==> src/rtl/rseq_pkg.sv <==
// Shared definitions for the register write sequence gatherer.
package rseq_pkg;
    // Command type code carried by every gathered record.
    localparam int unsigned RMW_CODE = 1;

    // States of the direct read-modify-write engine.
    typedef enum logic [1:0] {
        DIR_IDLE  = 2'd0,
        DIR_READ  = 2'd1,
        DIR_WRITE = 2'd2
    } dir_state_t;
endpackage

==> src/rtl/rseq_window.sv <==
// Gather window control.
// Tracks whether a gather window is open, records a pending submit,
// and closes the window either directly (nothing stored) or after the
// closing record has been taken by the consumer. Flags nested starts.
// Assumes start and submit are single-cycle pulses.
module rseq_window (
    input  logic clk,
    input  logic rst_n,
    input  logic gather_start,
    input  logic submit,
    input  logic pk_busy,
    input  logic pk_empty,
    input  logic close_done,
    output logic win_open,
    output logic sub_pend,
    output logic close_go,
    output logic seq_err,
    output logic exec_pulse
);
    // Ask the packer for a closing flush once it is free and holds data.
    assign close_go = sub_pend && !pk_busy && !pk_empty;

    // Window, pending-submit, error and execute registers.
    always_ff @(posedge clk) begin
        if (!rst_n) begin
            win_open   <= 1'b0;
            sub_pend   <= 1'b0;
            seq_err    <= 1'b0;
            exec_pulse <= 1'b0;
        end else begin
            exec_pulse <= 1'b0;
            if (gather_start) begin
                if (win_open) seq_err  <= 1'b1;
                else          win_open <= 1'b1;
            end
            if (submit && win_open) sub_pend <= 1'b1;
            if ((sub_pend && !pk_busy && pk_empty) || close_done) begin
                win_open   <= 1'b0;
                sub_pend   <= 1'b0;
                exec_pulse <= 1'b1;
            end
        end
    end


    nested_start_err_chk: assert property (@(posedge clk) disable iff (!rst_n)
        (win_open && gather_start) |=> seq_err);

    exec_closed_chk: assert property (@(posedge clk) disable iff (!rst_n)
        exec_pulse |-> !win_open);

    exec_single_chk: assert property (@(posedge clk) disable iff (!rst_n)
        exec_pulse |=> !exec_pulse);
endmodule

==> src/rtl/rseq_packer.sv <==
// Record packer.
// Stores gathered triples in a flat slot array and offers the record on a
// valid/ready port. A flush starts on a full record met by a new request,
// or on the closing request from the window control. The record is frozen
// while offered. Assumes push is only asserted when pk_ready is high.
module rseq_packer #(
    parameter int unsigned AW          = 32,
    parameter int unsigned DW          = 32,
    parameter int unsigned MAX_TRIPLES = 5,
    parameter int unsigned TRIP_W      = AW + 2 * DW,
    parameter int unsigned CNT_W       = $clog2(MAX_TRIPLES + 1),
    parameter int unsigned BYTES_W     = $clog2(MAX_TRIPLES * (TRIP_W / 8) + 1)
) (
    input  logic                          clk,
    input  logic                          rst_n,
    input  logic                          win_open,
    input  logic                          sub_pend,
    input  logic                          dir_idle,
    input  logic                          req_valid,
    input  logic                          push,
    input  logic [AW-1:0]                 req_addr,
    input  logic [DW-1:0]                 req_mask,
    input  logic [DW-1:0]                 req_value,
    input  logic                          close_go,
    input  logic                          cmd_ready,
    output logic                          pk_ready,
    output logic                          pk_busy,
    output logic                          pk_empty,
    output logic                          close_done,
    output logic                          cmd_valid,
    output logic [CNT_W-1:0]              cmd_count,
    output logic [BYTES_W-1:0]            cmd_bytes,
    output logic [MAX_TRIPLES*TRIP_W-1:0] cmd_payload
);
    localparam int unsigned TRIP_BYTES = TRIP_W / 8;
    localparam logic [CNT_W-1:0] FULL_CNT = CNT_W'(MAX_TRIPLES);

    logic [CNT_W-1:0] cnt_q;
    logic             valid_q;
    logic             close_q;
    logic             full;
    logic             full_go;
    logic             taken;

    assign full     = (cnt_q == FULL_CNT);
    assign taken    = valid_q && cmd_ready;
    assign full_go  = win_open && req_valid && dir_idle && !valid_q && full && !sub_pend;
    assign pk_ready = !valid_q && !full && !sub_pend;
    assign pk_busy  = valid_q;
    assign pk_empty = (cnt_q == '0);
    assign close_done = taken && close_q;

    assign cmd_valid = valid_q;
    assign cmd_count = cnt_q;
    assign cmd_bytes = BYTES_W'(cnt_q) * BYTES_W'(TRIP_BYTES);

    // Count and flush control.
    always_ff @(posedge clk) begin
        if (!rst_n) begin
            cnt_q   <= '0;
            valid_q <= 1'b0;
            close_q <= 1'b0;
        end else begin
            if (taken) begin
                valid_q <= 1'b0;
                close_q <= 1'b0;
                cnt_q   <= '0;
            end else if (!valid_q && close_go) begin
                valid_q <= 1'b1;
                close_q <= 1'b1;
            end else if (full_go) begin
                valid_q <= 1'b1;
                close_q <= 1'b0;
            end
            if (push) cnt_q <= cnt_q + 1'b1;
        end
    end

    // One register per slot, loaded when the count points at it.
    for (genvar s = 0; s < MAX_TRIPLES; s++) begin : g_slot
        logic [TRIP_W-1:0] slot_q;
        // Capture the triple for slot s.
        always_ff @(posedge clk) begin
            if (!rst_n)                            slot_q <= '0;
            else if (push && cnt_q == CNT_W'(s))   slot_q <= {req_value, req_mask, req_addr};
        end
        assign cmd_payload[s*TRIP_W +: TRIP_W] = slot_q;
    end


    cnt_bound_chk: assert property (@(posedge clk) disable iff (!rst_n)
        cnt_q <= FULL_CNT);

    full_stall_chk: assert property (@(posedge clk) disable iff (!rst_n)
        (full && !valid_q) |-> !pk_ready);

    cmd_hold_chk: assert property (@(posedge clk) disable iff (!rst_n)
        (valid_q && !cmd_ready) |=> (valid_q && $stable(cmd_payload) && $stable(cnt_q)));

    no_empty_rec_chk: assert property (@(posedge clk) disable iff (!rst_n)
        valid_q |-> (cnt_q != '0));

    cnt_restart_chk: assert property (@(posedge clk) disable iff (!rst_n)
        taken |=> (cnt_q == '0));
endmodule

==> src/rtl/rseq_direct.sv <==
// Direct read-modify-write engine.
// Takes one request at a time, reads the register, merges under the mask
// and writes back. An all-ones mask skips the read. Assumes bus_ack is a
// one-cycle acknowledge and bus_rdata is valid with it.
module rseq_direct #(
    parameter int unsigned AW = 32,
    parameter int unsigned DW = 32
) (
    input  logic          clk,
    input  logic          rst_n,
    input  logic          start,
    input  logic [AW-1:0] addr,
    input  logic [DW-1:0] mask,
    input  logic [DW-1:0] value,
    output logic          idle,
    output logic          bus_req,
    output logic          bus_we,
    output logic [AW-1:0] bus_addr,
    output logic [DW-1:0] bus_wdata,
    input  logic [DW-1:0] bus_rdata,
    input  logic          bus_ack
);
    import rseq_pkg::*;

    dir_state_t    state_q;
    logic [AW-1:0] addr_q;
    logic [DW-1:0] mask_q;
    logic [DW-1:0] val_q;
    logic [DW-1:0] wdata_q;

    assign idle      = (state_q == DIR_IDLE);
    assign bus_req   = (state_q != DIR_IDLE);
    assign bus_we    = (state_q == DIR_WRITE);
    assign bus_addr  = addr_q;
    assign bus_wdata = wdata_q;

    // Sequence the read and write beats of one request.
    always_ff @(posedge clk) begin
        if (!rst_n) begin
            state_q <= DIR_IDLE;
            addr_q  <= '0;
            mask_q  <= '0;
            val_q   <= '0;
            wdata_q <= '0;
        end else begin
            case (state_q)
                DIR_IDLE: begin
                    if (start) begin
                        addr_q <= addr;
                        mask_q <= mask;
                        val_q  <= value;
                        if (&mask) begin
                            wdata_q <= value;
                            state_q <= DIR_WRITE;
                        end else begin
                            state_q <= DIR_READ;
                        end
                    end
                end
                DIR_READ: begin
                    if (bus_ack) begin
                        wdata_q <= (bus_rdata & ~mask_q) | val_q;
                        state_q <= DIR_WRITE;
                    end
                end
                DIR_WRITE: begin
                    if (bus_ack) state_q <= DIR_IDLE;
                end
                default: state_q <= DIR_IDLE;
            endcase
        end
    end


    bus_hold_chk: assert property (@(posedge clk) disable iff (!rst_n)
        (bus_req && !bus_ack) |=> (bus_req && $stable(bus_addr) && $stable(bus_we)));

    rd_then_wr_chk: assert property (@(posedge clk) disable iff (!rst_n)
        (bus_req && !bus_we && bus_ack) |=> (bus_req && bus_we));

    skip_read_chk: assert property (@(posedge clk) disable iff (!rst_n)
        (start && idle && (&mask)) |=> bus_we);
endmodule

==> src/rtl/rseq_gather.sv <==
// Register write sequence gatherer, top level.
// Routes each request either to the direct engine (window closed) or to
// the packer (window open), and holds requests while the direct engine is
// busy so that bus order follows request order.
module rseq_gather #(
    parameter int unsigned AW          = 32,
    parameter int unsigned DW          = 32,
    parameter int unsigned MAX_TRIPLES = 5,
    parameter int unsigned TYPE_W      = 4,
    parameter int unsigned TRIP_W      = AW + 2 * DW,
    parameter int unsigned CNT_W       = $clog2(MAX_TRIPLES + 1),
    parameter int unsigned BYTES_W     = $clog2(MAX_TRIPLES * (TRIP_W / 8) + 1)
) (
    input  logic                          clk,
    input  logic                          rst_n,
    input  logic                          gather_start,
    input  logic                          submit,
    input  logic                          req_valid,
    output logic                          req_ready,
    input  logic [AW-1:0]                 req_addr,
    input  logic [DW-1:0]                 req_mask,
    input  logic [DW-1:0]                 req_value,
    output logic                          seq_err,
    output logic                          exec_pulse,
    output logic                          cmd_valid,
    input  logic                          cmd_ready,
    output logic [TYPE_W-1:0]             cmd_type,
    output logic [CNT_W-1:0]              cmd_count,
    output logic [BYTES_W-1:0]            cmd_bytes,
    output logic [MAX_TRIPLES*TRIP_W-1:0] cmd_payload,
    output logic                          bus_req,
    output logic                          bus_we,
    output logic [AW-1:0]                 bus_addr,
    output logic [DW-1:0]                 bus_wdata,
    input  logic [DW-1:0]                 bus_rdata,
    input  logic                          bus_ack
);
    logic win_open, sub_pend, close_go, close_done;
    logic pk_ready, pk_busy, pk_empty;
    logic dir_idle, dir_start, pk_push;

    assign req_ready = dir_idle && (!win_open || pk_ready);
    assign dir_start = req_valid && req_ready && !win_open;
    assign pk_push   = req_valid && req_ready && win_open;
    assign cmd_type  = TYPE_W'(rseq_pkg::RMW_CODE);

    rseq_window u_window (
        .clk          (clk),
        .rst_n        (rst_n),
        .gather_start (gather_start),
        .submit       (submit),
        .pk_busy      (pk_busy),
        .pk_empty     (pk_empty),
        .close_done   (close_done),
        .win_open     (win_open),
        .sub_pend     (sub_pend),
        .close_go     (close_go),
        .seq_err      (seq_err),
        .exec_pulse   (exec_pulse)
    );

    rseq_packer #(
        .AW (AW), .DW (DW), .MAX_TRIPLES (MAX_TRIPLES),
        .TRIP_W (TRIP_W), .CNT_W (CNT_W), .BYTES_W (BYTES_W)
    ) u_packer (
        .clk         (clk),
        .rst_n       (rst_n),
        .win_open    (win_open),
        .sub_pend    (sub_pend),
        .dir_idle    (dir_idle),
        .req_valid   (req_valid),
        .push        (pk_push),
        .req_addr    (req_addr),
        .req_mask    (req_mask),
        .req_value   (req_value),
        .close_go    (close_go),
        .cmd_ready   (cmd_ready),
        .pk_ready    (pk_ready),
        .pk_busy     (pk_busy),
        .pk_empty    (pk_empty),
        .close_done  (close_done),
        .cmd_valid   (cmd_valid),
        .cmd_count   (cmd_count),
        .cmd_bytes   (cmd_bytes),
        .cmd_payload (cmd_payload)
    );

    rseq_direct #(.AW (AW), .DW (DW)) u_direct (
        .clk       (clk),
        .rst_n     (rst_n),
        .start     (dir_start),
        .addr      (req_addr),
        .mask      (req_mask),
        .value     (req_value),
        .idle      (dir_idle),
        .bus_req   (bus_req),
        .bus_we    (bus_we),
        .bus_addr  (bus_addr),
        .bus_wdata (bus_wdata),
        .bus_rdata (bus_rdata),
        .bus_ack   (bus_ack)
    );


    no_bus_in_window_chk: assert property (@(posedge clk) disable iff (!rst_n)
        (win_open && dir_idle) |=> !($rose(bus_req)));

    closed_submit_chk: assert property (@(posedge clk) disable iff (!rst_n)
        (!win_open && !cmd_valid) |=> !exec_pulse);
endmodule

==> config.mk <==
export PLATFORM = sky130hd
export DESIGN_NAME = rseq_gather
export DESIGN_NICKNAME = d
export VERILOG_FILES = /design/src/rtl/rseq_pkg.sv /design/src/rtl/rseq_window.sv /design/src/rtl/rseq_packer.sv /design/src/rtl/rseq_direct.sv /design/src/rtl/rseq_gather.sv
export SDC_FILE = /design/constraint.sdc
export NUM_CORES = 1
export LEC_CHECK = 0
export BUFFER_PORTS_ARGS = -buffer_cell sky130_fd_sc_hd__buf_2
export CORE_AREA = 2 2 269 271
export CTS_CLUSTER_DIAMETER = 200
export DETAILED_ROUTE_END_ITERATION = 6
export DIE_AREA = 0 0 271 273
export PLACE_DENSITY_LB_ADDON = 0.08
export SYNTH_ARGS = -nofsm -noshare
export SYNTH_HDL_FRONTEND = slang
export SYNTH_SLANG_ARGS = --single-unit
==> constraint.sdc <==
create_clock -name clk -period 4.3 [get_ports clk]
set_input_delay 0.645 -clock clk [delete_from_list [all_inputs] [get_ports clk]]
set_output_delay 0.645 -clock clk [all_outputs]
set_load 0.1 [all_outputs]
==> summary.md <==
| Metric | Value |
|---|---|
| Die area | 74000 um^2 |
| Worst clock skew on the final layout | 0.0222 ns |
| Clock group share of total power | 0.441 |
| Peak Freq | 0.325 GHz |
| Worst Tran Pin Value | 1.27 ns |
| Count of buffers from port buffering | 691 |
| Number of distinct standard cells referenced by the synthesized netlist | 43 |
| Peak supply drop | 267 uV |
| Setup TNS | 0 ns |
| Critical path data required time | 3.65 ns |
| Via count normalized by instance count | 4.95 |
| Multiplexer fraction of the synthesized cell area | 0 |
| Library cell with the largest summed area after synthesis | dfxtp_1 |
| Yosys warning total | 0 |
| Crit path setup slack, layout | 1.23 ns |
| R2r setup slk | 1.49 ns |
| Fin. Hold Viols | 0 |
| Largest cells by area after synthesis | dfxtp_1 51%, nand2_1 18%, a21boi_0 14% |
| Simple-gate share of the synthesized area | 0.217 |
| Result of the run | complete, no violations |
| DR DRC count | 0 |
| Fraction of the yosys area taken by sequential cells | 0.514 |
| # H-tree levels | 3 |
| Initial antenna violation count | 28 |
| Setup Viol. Count Final | 0 |
| CTS clk-pin slew, worst paths | 0.06 ns |
| Hold buffer count at CTS | 0 |
| Main combinational cell family by area after synthesis | compound AO/OA/AOI/OAI gates |
| Clock tree from TritonCTS | built |
| Weighted congestion at the end of routability-driven global placement | 0.832 |
| Time the final worst path needs with I/O delays and setup | 3.07 ns |
| Wire length of the first global-routing pass | 139000 um |
| Area share of fa/ha/maj cells after synthesis | 0.00342 |
| Post-route non-filler standard cell count | 4479 |
| Final net count | 3605 |
| Number of global-route vias before repair | 21200 |
| Sink Count | 619 |
| Proportion of total power due to net switching | 0.292 |
| Arrival @ worst endpoint | 2.43 ns |
| Setup Slack @ Placement | 1.42 ns |
| Resized cells post-CTS | 0 |
| Launching element of the worst setup path | u_packer.cmd_count[0] |
| Xor/xnor share of the synthesized area | 0.000363 |
| Category of the most critical setup path | reg2out |
| Cell count after placement | 4340 |
| Post-detail-place hpwl | 64600 um |
| Layout area overhead | 26.4% |
| Kind of start point of the critical path | flip-flop |
| Final worst-path cycle share | 0.715 |
| Max-cap viol count | 0 |
| Die W | 271 um |
| Leakage | 12.5 nW |
| Internal power | 9.83 mW |
| Sequential group share of total power | 0.430 |
| Detail Route Antenna Nets | 0 |
| Path type of the worst min-delay path | in2reg |
| Worst slew margin | 0.155 |
| Share of cells above drive strength 1 | 0.242 |
| Number of enable-type register cells in the synthesized netlist | 0 |
| Vertical die dimension | 273 um |
| Net Switching | 4.06 mW |
| Effective utilization at floorplan | 0.340 |
| Most instantiated flip-flop cell in the synthesis netlist | dfxtp_1 |
| Reg2Reg Launch Point | u_direct.state_q[1] |
| First-iteration detailed-routing DRC count | 1452 |
| Number of pins exceeding their max-slew limit in the final report | 0 |
| Synthesized-area fraction occupied by ao, oa, aoi and oai cells | 0.220 |
| Worst reg2reg path endpoint | u_direct.bus_wdata[13] |
| Boundary pin count | 698 |
| Number of flip-flops and latches in the synthesized netlist | 619 |
| Combined global-route utilization of all metal layers | 0.247 |
| Proportion of register bits with asynchronous set or reset after synthesis | 0 |
| Buffer type at the clock tree root | clkbuf_16 |
| Unrepaired setup endpoints after global routing | no |
| Count of mapped cells out of synthesis | 2898 |
| Mean Syn Cell Area | 8.33 um^2 |
| Synthesized area | 24100 um^2 |
| Crit. End Element | output port |
| Final wirelength | 95600 um |
| Total power per unit cell area | 455 nW/um^2 |
| Commonest cells after routing, fill and taps aside | 1158 x nand2_1, 690 x buf_2, 619 x dfxtp_1 |
| First-pass iteration count of the detailed router | 7 |
| Capturing instance or port of the critical path | cmd_bytes[5] |
| Number of buffers on the longest clock path | 3 |
| WL per Instance | 21.3 um |
| Fraction of post-synthesis cell area in the top cell type by area | 0.514 |
| Combinational Power Share | 0.129 |
| Largest fanout on the critical path | 7 |
| Placeable core area | 71000 um^2 |
| Maximum number of pins on one net before global-route repair | 135 |
| Most frequent standard cell in the layout excluding fill and tap cells | nand2_1 |
| Setup Fix Bufs, Post-CTS | 0 |
| Via Count | 22200 |
| Clk_lat worst skew | 0.61 ns |
| Number of buffers created by CTS | 72 |
| Total gr overflow | 0 |
| Reg2Reg Depth | 6 |
| Std cell rows | 98 |
[how the worst min path moves through the flow]
stage | startpoint | end | slack [ns] | depth (start not counted)
detailed placement | u_packer.g_slot[0].slot_q[65] | u_packer.g_slot[0].slot_q[65] | 0.44 | 2
floorplan | u_direct.val_q[0] | u_direct.val_q[0] | 0.44 | 2
global route | gather_start | u_window.win_open | 0.26 | 3
finish | gather_start | u_window.win_open | 0.27 | 3
global placement | u_packer.g_slot[3].slot_q[65] | u_packer.g_slot[3].slot_q[65] | 0.44 | 2
CTS | gather_start | u_window.win_open | 0.23 | 3
[synth_stat cells, types with 17 or more instances]
cell and number:
a21oi_1 38, dfxtp_1 619, clkbuf_1 136, buf_2 76, buf_4 17, nand3_1 69, o21ai_0 34, nor2b_1 35
a311o_1 32, nand2_1 1158, a21boi_1 168, a21boi_0 442
[power groups by stage]
stage | clock (mW) | combinational [mW] | sequential (mW)
floorplan | 0 | 0.525 | 6.84
global placement | 0 | 1.79 | 6.10
detailed placement | 0 | 1.81 | 6.10
CTS | 6.27 | 1.81 | 5.98
global route | 6.51 | 1.88 | 5.99
finish | 6.12 | 1.79 | 5.98
[worst max-delay path: stages (launching register included)]
cell     delay [ns]
dfxtp_1        0.52
ha_1           0.26
inv_1          0.06
fa_1           0.37
xnor2_1        0.15
buf_2          0.47
[cell families (layout without fill, tap and decap cells)]
group,count (synthesis),in the layout
AO/OA/AOI/OAI,721,721
adder cells (fa/ha/maj),6,6
buffers and inverters,242,856
XOR/XNOR,1,1
other,2,19
flip-flops,619,619
AND/OR/NAND/NOR,1307,1307
[area by class of cell]
type	instances	area [um^2]
Fill cell	7203	40500
Inverter	6	22.5
Antenna cell	13	32.5
Timing Repair Buffer	724	3840
Tap cell	950	1190
Clock buffer	99	2060
Clock inverter	27	268
Multi-Input combinational cell	2041	10700
Sequential cell	619	12400
[flip-flops by register name, summed over array words and instances, names as in the netlist]
name,flops
u_packer.g_slot.slot_q,480
u_direct.bus_addr,32
u_direct.bus_wdata,32
u_direct.mask_q,32
u_direct.val_q,32
u_packer.cmd_count,3
u_direct.state_q,2
u_packer.close_q,1
u_packer.cmd_valid,1
u_window.exec_pulse,1
u_window.seq_err,1
u_window.sub_pend,1
u_window.win_open,1
[per-layer routing]
| layer | global-route usage | vias to the layer above | wire (um) |
|---|---|---|---|
| met5 | 0 | - | 164 |
| met4 | 0.0977 | 24 | 3090 |
| met3 | 0.0705 | 171 | 7410 |
| met2 | 0.419 | 737 | 46200 |
| met1 | 0.295 | 10600 | 38700 |
| li1 | - | 10600 | - |
[metrics by stage]
step           hold slack, ns  power [mW]  utilization  instance area [um^2]
2_1_floorplan           0.440        7.37            -                 24100
3_3_place_gp            0.437        7.89        0.396                 28100
3_5_place_dp            0.442        7.91        0.396                 28100
4_1_cts                 0.233        14.1        0.429                 30500
5_1_grt                 0.263        14.4        0.430                 30500
6_report                0.267        13.9        0.430                 30500
(Power assumes the default switching activity.)
